===== src/rtl/bpl_slave_pkg.sv =====
package bpl_slave_pkg;

    // Kind of transfer selected by the modifier code
    typedef enum logic [1:0] {
        XF_NONE   = 2'd0,
        XF_SINGLE = 2'd1,
        XF_BLOCK  = 2'd2,
        XF_MBLT   = 2'd3
    } xfer_e;

    // Handshake state machine
    typedef enum logic [2:0] {
        ST_IDLE = 3'd0,
        ST_SKIP = 3'd1,
        ST_SEL  = 3'd2,
        ST_POPA = 3'd3,
        ST_POPB = 3'd4,
        ST_HOLD = 3'd5,
        ST_ACK  = 3'd6,
        ST_ERR  = 3'd7
    } st_e;

    localparam int BUS_W = 32;

endpackage


===== src/rtl/bpl_sync.sv =====
module bpl_sync #(
    parameter int              W       = 4,
    parameter int              STAGES  = 2,
    parameter logic [W-1:0]    RST_VAL = '1
) (
    input  logic         clk,
    input  logic         rst_n,
    input  logic [W-1:0] din,
    output logic [W-1:0] dout
);

    logic [W-1:0] stg_d [STAGES];
    logic [W-1:0] stg_q [STAGES];

    always_comb begin
        stg_d[0] = din;
        for (int i = 1; i < STAGES; i++) begin
            stg_d[i] = stg_q[i-1];
        end
    end

    always_ff @(posedge clk or negedge rst_n) begin
        if (!rst_n) begin
            for (int i = 0; i < STAGES; i++) begin
                stg_q[i] <= RST_VAL;
            end
        end else begin
            for (int i = 0; i < STAGES; i++) begin
                stg_q[i] <= stg_d[i];
            end
        end
    end

    assign dout = stg_q[STAGES-1];

endmodule


===== src/rtl/bpl_evt_fifo.sv =====
module bpl_evt_fifo #(
    parameter int DW    = 32,
    parameter int DEPTH = 16
) (
    input  logic                         clk,
    input  logic                         rst_n,
    input  logic                         push,
    input  logic [DW-1:0]                din,
    input  logic                         pop,
    output logic [DW-1:0]                head,
    output logic [$clog2(DEPTH+1)-1:0]   count,
    output logic                         full,
    output logic                         empty
);

    localparam int AW = (DEPTH > 1) ? $clog2(DEPTH) : 1;
    localparam int CW = $clog2(DEPTH+1);
    localparam logic [AW-1:0] LAST = AW'(DEPTH-1);
    localparam logic [CW-1:0] CAP  = CW'(DEPTH);

    typedef struct packed {
        logic [AW-1:0] wr_ptr;
        logic [AW-1:0] rd_ptr;
        logic [CW-1:0] cnt;
    } fifo_s;

    fifo_s f_d, f_q;
    logic [DW-1:0] mem_q [DEPTH];
    logic do_push, do_pop;

    assign full    = (f_q.cnt == CAP);
    assign empty   = (f_q.cnt == '0);
    assign do_push = push && !full;
    assign do_pop  = pop && !empty;

    always_comb begin
        f_d = f_q;
        if (do_push) begin
            f_d.wr_ptr = (f_q.wr_ptr == LAST) ? '0 : f_q.wr_ptr + 1'b1;
        end
        if (do_pop) begin
            f_d.rd_ptr = (f_q.rd_ptr == LAST) ? '0 : f_q.rd_ptr + 1'b1;
        end
        case ({do_push, do_pop})
            2'b10:   f_d.cnt = f_q.cnt + 1'b1;
            2'b01:   f_d.cnt = f_q.cnt - 1'b1;
            default: f_d.cnt = f_q.cnt;
        endcase
    end

    always_ff @(posedge clk or negedge rst_n) begin
        if (!rst_n) begin
            f_q <= '0;
        end else begin
            f_q <= f_d;
        end
    end

    always_ff @(posedge clk) begin
        if (do_push) begin
            mem_q[f_q.wr_ptr] <= din;
        end
    end

    assign head  = mem_q[f_q.rd_ptr];
    assign count = f_q.cnt;


    no_underflow_chk: assert property (@(posedge clk) disable iff (!rst_n)
        pop |-> !empty);


    no_overflow_chk: assert property (@(posedge clk) disable iff (!rst_n)
        f_q.cnt <= CAP);

endmodule


===== src/rtl/bpl_amod_decode.sv =====
module bpl_amod_decode
    import bpl_slave_pkg::*;
#(
    parameter int WIN_BITS = 8
) (
    input  logic [5:0]       amod,
    input  logic [BUS_W-1:0] addr,
    input  logic [BUS_W-1:0] base,
    output xfer_e            kind,
    output logic             sel
);

    localparam logic [BUS_W-1:0] LOW_MASK = (BUS_W'(1) << WIN_BITS) - 1'b1;
    localparam logic [BUS_W-1:0] M16 = BUS_W'(32'h0000_FFFF) & ~LOW_MASK;
    localparam logic [BUS_W-1:0] M24 = BUS_W'(32'h00FF_FFFF) & ~LOW_MASK;
    localparam logic [BUS_W-1:0] M32 = ~LOW_MASK;

    logic [BUS_W-1:0] mask;

    always_comb begin
        case (amod)
            6'h39:   begin kind = XF_SINGLE; mask = M24; end
            6'h3B:   begin kind = XF_BLOCK;  mask = M24; end
            6'h29:   begin kind = XF_SINGLE; mask = M16; end
            6'h09:   begin kind = XF_SINGLE; mask = M32; end
            6'h0B:   begin kind = XF_BLOCK;  mask = M32; end
            6'h08:   begin kind = XF_MBLT;   mask = M32; end
            default: begin kind = XF_NONE;   mask = M32; end
        endcase
        sel = (((addr ^ base) & mask) == '0);
    end

endmodule


===== src/rtl/bpl_slave_if.sv =====
module bpl_slave_if
    import bpl_slave_pkg::*;
#(
    parameter int FIFO_DEPTH = 16,
    parameter int MAX_WORDS  = 256,
    parameter int WIN_BITS   = 8
) (
    input  logic        clk,
    input  logic        rst_n,
    input  logic [31:0] cfg_base,
    input  logic        bus_as_n,
    input  logic [1:0]  bus_ds_n,
    input  logic        bus_wr_n,
    input  logic [5:0]  bus_amod,
    input  logic [31:0] bus_addr,
    output logic        bus_ack_n,
    output logic        bus_err_n,
    output logic        data_oe,
    output logic [31:0] beat_hi,
    output logic [31:0] beat_lo,
    input  logic        evt_push,
    input  logic [31:0] evt_word,
    output logic        evt_full
);

    localparam int WCW = $clog2(MAX_WORDS+1);
    localparam int FCW = $clog2(FIFO_DEPTH+1);
    localparam logic [WCW-1:0] W_CAP  = WCW'(MAX_WORDS);
    localparam logic [WCW-1:0] W_PAIR = WCW'(MAX_WORDS-1);

    typedef struct packed {
        st_e              st;
        xfer_e            kind;
        logic             wr;
        logic [WCW-1:0]   words;
        logic [31:0]      hi;
        logic [31:0]      lo;
    } ctl_s;

    ctl_s c_d, c_q;

    // Synchronized protocol lines: {wr, ds[1:0], as}
    logic [3:0] sync_out;
    logic       as_s;
    logic [1:0] ds_s;
    logic       wr_s;

    bpl_sync #(.W(4), .STAGES(2), .RST_VAL(4'hF)) sync_i (
        .clk  (clk),
        .rst_n(rst_n),
        .din  ({bus_wr_n, bus_ds_n, bus_as_n}),
        .dout (sync_out)
    );

    assign as_s = sync_out[0];
    assign ds_s = sync_out[2:1];
    assign wr_s = sync_out[3];

    xfer_e dec_kind;
    logic  dec_sel;

    bpl_amod_decode #(.WIN_BITS(WIN_BITS)) dec_i (
        .amod(bus_amod),
        .addr(bus_addr),
        .base(cfg_base),
        .kind(dec_kind),
        .sel (dec_sel)
    );

    logic           f_pop;
    logic [31:0]    f_head;
    logic [FCW-1:0] f_count;
    logic           f_full;
    logic           f_empty;

    bpl_evt_fifo #(.DW(32), .DEPTH(FIFO_DEPTH)) fifo_i (
        .clk  (clk),
        .rst_n(rst_n),
        .push (evt_push),
        .din  (evt_word),
        .pop  (f_pop),
        .head (f_head),
        .count(f_count),
        .full (f_full),
        .empty(f_empty)
    );

    logic ds_any;
    logic ds_idle;
    logic short_fifo;
    logic over_cap;

    assign ds_any  = (ds_s != 2'b11);
    assign ds_idle = (ds_s == 2'b11);

    always_comb begin
        if (c_q.kind == XF_MBLT) begin
            short_fifo = (f_count < FCW'(2));
            over_cap   = (c_q.words >= W_PAIR);
        end else begin
            short_fifo = f_empty;
            over_cap   = (c_q.words >= W_CAP);
        end
    end

    always_comb begin
        c_d = c_q;
        case (c_q.st)
            ST_IDLE: begin
                if (!as_s) begin
                    c_d.kind  = dec_kind;
                    c_d.wr    = !wr_s;
                    c_d.words = '0;
                    c_d.hi    = '0;
                    c_d.st    = dec_sel ? ST_SEL : ST_SKIP;
                end
            end
            ST_SKIP: begin
                if (as_s) c_d.st = ST_IDLE;
            end
            ST_SEL: begin
                if (as_s) begin
                    c_d.st = ST_IDLE;
                end else if (ds_any) begin
                    if (c_q.kind == XF_NONE || c_q.wr) begin
                        c_d.st = ST_ERR;
                    end else if (c_q.kind == XF_SINGLE && c_q.words != '0) begin
                        c_d.st = ST_ERR;
                    end else if (over_cap || short_fifo) begin
                        c_d.st = ST_ERR;
                    end else begin
                        c_d.st = ST_POPA;
                    end
                end
            end
            ST_POPA: begin
                c_d.words = c_q.words + 1'b1;
                if (c_q.kind == XF_MBLT) begin
                    c_d.hi = f_head;
                    c_d.st = ST_POPB;
                end else begin
                    c_d.hi = '0;
                    c_d.lo = f_head;
                    c_d.st = ST_HOLD;
                end
            end
            ST_POPB: begin
                c_d.words = c_q.words + 1'b1;
                c_d.lo    = f_head;
                c_d.st    = ST_HOLD;
            end
            ST_HOLD: begin
                c_d.st = ST_ACK;
            end
            ST_ACK: begin
                if (ds_idle) c_d.st = ST_SEL;
            end
            ST_ERR: begin
                if (ds_idle) c_d.st = ST_SEL;
            end
            default: c_d.st = ST_IDLE;
        endcase
    end

    always_ff @(posedge clk or negedge rst_n) begin
        if (!rst_n) begin
            c_q <= '{st: ST_IDLE, kind: XF_NONE, wr: 1'b0, words: '0, hi: '0, lo: '0};
        end else begin
            c_q <= c_d;
        end
    end

    assign f_pop     = (c_q.st == ST_POPA) || (c_q.st == ST_POPB);
    assign bus_ack_n = (c_q.st != ST_ACK);
    assign bus_err_n = (c_q.st != ST_ERR);
    assign data_oe   = (c_q.st == ST_HOLD) || (c_q.st == ST_ACK);
    assign beat_hi   = c_q.hi;
    assign beat_lo   = c_q.lo;
    assign evt_full  = f_full;


    ack_setup_chk: assert property (@(posedge clk) disable iff (!rst_n)
        $fell(bus_ack_n) |-> ($past(data_oe) && $stable(beat_lo)));


    ack_hold_chk: assert property (@(posedge clk) disable iff (!rst_n)
        (!bus_ack_n && ds_any) |=> !bus_ack_n);


    single_beat_chk: assert property (@(posedge clk) disable iff (!rst_n)
        (c_q.kind == XF_SINGLE) |-> (c_q.words <= WCW'(1)));


    word_cap_chk: assert property (@(posedge clk) disable iff (!rst_n)
        c_q.words <= W_CAP);


    mblt_pair_chk: assert property (@(posedge clk) disable iff (!rst_n)
        (c_q.st == ST_HOLD && c_q.kind == XF_MBLT) |-> (c_q.words[0] == 1'b0));

endmodule


===== config.mk =====
export PLATFORM = sky130hd
export DESIGN_NAME = bpl_slave_if
export DESIGN_NICKNAME = d
export VERILOG_FILES = /design/src/rtl/bpl_slave_pkg.sv /design/src/rtl/bpl_sync.sv /design/src/rtl/bpl_evt_fifo.sv /design/src/rtl/bpl_amod_decode.sv /design/src/rtl/bpl_slave_if.sv
export SDC_FILE = /design/constraint.sdc
export NUM_CORES = 1
export LEC_CHECK = 0
export ABC_AREA = 0
export BUFFER_PORTS_ARGS = -buffer_cell sky130_fd_sc_hd__buf_2
export CAP_MARGIN = 0
export CORE_UTILIZATION = 40
export CTS_BUF_LIST = sky130_fd_sc_hd__clkbuf_8
export CTS_CLUSTER_SIZE = 40
export DETAILED_ROUTE_END_ITERATION = 10
export PLACE_DENSITY = 0.59
export SYNTH_ARGS = -nofsm -noshare
export SYNTH_HDL_FRONTEND = slang
export SYNTH_SLANG_ARGS = --single-unit

===== constraint.sdc =====
create_clock -name clk -period 3.5 [get_ports clk]
set_clock_uncertainty 0.1 [all_clocks]
set_input_delay 0.35 -clock clk [delete_from_list [all_inputs] [get_ports clk]]
set_output_delay 0.35 -clock clk [all_outputs]
set_load 0.02 [all_outputs]

==> flow_summary.toml <==
[route]
firstDrtPassIters = 4
vias_per_cell = 5.22
vias = 12400
antenna_left = 0
drt_first_iter_violations = 894
drt_wl_total_um = 53600
drc_errors = 0
wl_per_cell_um = 22.5

[synthesis]
synth_nets = 1416
yosys_most_used_dff = "edfxtp_1"
synth.area.top_cells = "edfxtp_1 62%, mux4_2 12%, dfrtp_1 9.3%, buf_4 2.1%, mux2_2 1.5%"
synth_seq_cells = 612
synth_area_um2 = 24700
async_flop_share_pct = 16.3
syn_inst = 1294
syn-mean-instance-area_um2 = 19.1
synth.distinct_cells = 54
netlist.area_leader.share_pct = 62.3
yosys.area.top_type = "edfxtp_1"
yosysSeqAreaShare_pct = 72.5
yosysWarnings = 0
synth_edf_count = 512

[place]
io_buffer_count = 160
hpwlAfterDp_um = 30900
gp_congestion = 0.746

[setup_path]
critical_path_class = "reg -> reg"
arrival_ps = 3250
cp.required_ps = 3700
critPathCaptureType = "flip-flop"
cp-start-kind = "flip-flop"
cp_max_fo = 21

[cells_and_area]
area_growth_syn_to_layout_pct = 16.4
num-nets-final = 1635
final_layout_size_suffix_gt1_share_pct = 34.2
fillers = 5094
final_util_pct = 47.3
insertedDiodeCount = 0

[clock_tree]
path_clk_slew_ps = 60
htreeDepth = 3
clk_path_buf_depth = 3
cts_tree = "done"
post_cts_resized = 0
postCtsSetupRepairBufs = 0
cts_hold_buf = 42
cts-root-buf = "clkbuf_8"
clock_latency_ps = 690
cts_inserted_buffers = 102
clock_sinks = 612

[floorplan]
core_area_um2 = 60700
start_util_pct = 40.7
die_x_um = 250
fp.dieArea_um2 = 62700
io_pins = 177
die_h_um = 250
row_count = 90

[sta]
slew_headroom_pct = 27.8
tightestPinTransition_ps = 1080
min_period_ps = 3050
setup_viol = 0
max_freq_mhz = 328
finalHoldViolCount = 0
hold_ws_ps = 64.2
fin_crit_sh_pct = 87.1
fin_setup_tns_ps = 0
drv_slew = 0
grt_setup_unrepaired = "false"

[pwr]
peakVddDrop_mv = 0.494
leakagePower_nw = 10.1
power_density_nw_per_um2 = 777

[job]
maxCapViolCount = 0

[grt]
overflow = 0
grt_pass1_wl_um = 82000
grt_usage_pct = 17.6
antenna_found_initial = 3
grt_max_degree = 56
grt_pass1_vias = 13200

[outcome]
status = "completed"

[min_path]
hold_path.class = "in -> reg"
## state kept, by name, summed over array words and instances, names as in the netlist
| register | cells |
|---|---|
| fifo_i.mem_q | 512 |
| beat_lo | 32 |
| sync_i.stg_d | 4 |
| fifo_i.count | 5 |
| c_q | 15 |
| fifo_i.f_q | 8 |
| sync_i.dout | 4 |
| beat_hi | 32 |
## layout by cell type, fill, tap and decap left out, drive strengths merged, types with 14 or more instances in the layout
| cell | netlist | layout |
|---|---|---|
| a211oi | 32 | 32 |
| a21oi | 45 | 45 |
| a22o | 32 | 32 |
| buf | 102 | 209 |
| clkbuf | 34 | 116 |
| clkinv | 0 | 25 |
| dfrtp | 92 | 92 |
| dlygate4sd3 | 0 | 42 |
| edfxtp | 512 | 512 |
| inv | 15 | 59 |
| mux2 | 34 | 34 |
| mux2i | 33 | 33 |
| mux4 | 128 | 128 |
| nand2 | 26 | 26 |
| nor2 | 26 | 26 |
| nor2b | 33 | 33 |
| o21ai | 16 | 16 |
| xnor2 | 22 | 22 |
| xor2 | 14 | 14 |
## worst paths after layout
kind	cells after the start	endpoint	start	slack [ps]
max in group asynchronous	3	sync_i.stg_d[3]$_DFF_PN1_	rst_n	2340
worst min register to register	0	sync_i.dout[3]$_DFF_PN1_	sync_i.stg_d[3]$_DFF_PN1_	250
worst max-delay path	6	fifo_i.mem_q[0][12]$_DFFE_PP_	fifo_i.count[1]$_DFFE_PN0P_	450
min in group asynchronous	2	fifo_i.f_q[6]$_DFFE_PN0P_	rst_n	220
worst min-delay path	4	c_q[77]$_DFFE_PN0P_	bus_amod[4]	60
worst max register to register	6	fifo_i.mem_q[0][12]$_DFFE_PP_	fifo_i.count[1]$_DFFE_PN0P_	450
## per-stage QoR
stage	cells	setup WS, ps	total power (W)	area [um2]
3_5_place_dp	2149	476	0.0166	26300
5_1_grt	2381	162	0.0236	28700
3_3_place_gp	2149	489	0.0165	26300
2_1_floorplan	1294	538	0.0147	24700
6_report	2381	451	0.0223	28700
4_1_cts	2381	396	0.0227	28700
## critical path, stage by stage, from the launching register on
cell and delay [ps]:
dfrtp_1 410, nor4_1 100, nand2_1 90, and2_1 330, nand2_1 310, nor3_4 760
buf_4 540
## Yosys cell counts, drive strengths merged (9+ instances only)
master	count
xnor2	22
xor2	14
a22o	32
nor2	26
nor3	9
nand3	12
inv	15
dfrtp	92
mux4	128
ha	12
nor2b	33
mux2	34
mux2i	33
o21ai	16
nand2	26
a211oi	32
edfxtp	512
a21oi	45
clkbuf	34
buf	102
## per-layer routing
layer  GRT usage [%]  vias to the layer above  share of wire (%)
met5               0                        -              0.034
met4            5.38                        4                1.9
met3            3.57                       89                5.2
met2            28.3                      335                 48
met1            24.3                     6442                 45
li1                -                     5569                  -
## where the power goes
group | internal, W | switching [W] | total, W
combinational | 0.00310 | 0.00360 | 0.00669
clock | 0.00318 | 0.00282 | 0.00600
sequential | 0.00888 | 0.000743 | 0.00962
total | 0.0152 | 0.00716 | 0.0223
## final cells by class
cell class	instances	area (um2)	share of cell area, %
well taps	782	978	3.41
multi-input cells	531	6020	20.9
repair buffers	251	1790	6.24
clock buffers	116	1600	5.56
flip-flops and latches	612	17900	62.3
clock inverters	74	383	1.33
inverters	15	56.3	0.196
## cells by family after synthesis
| family | after synthesis | share of synthesized area (%) |
|---|---|---|
| AND/OR/NAND/NOR | 138 | 2.91 |
| XOR/XNOR | 36 | 1.28 |
| adder cells (fa/ha/maj) | 13 | 0.689 |
| AO/OA/AOI/OAI | 149 | 4.37 |
| multiplexers | 195 | 14.6 |
| buffers and inverters | 151 | 3.72 |
| flip-flops | 612 | 72.5 |
Note: power is estimated with default switching activity, not from simulation.
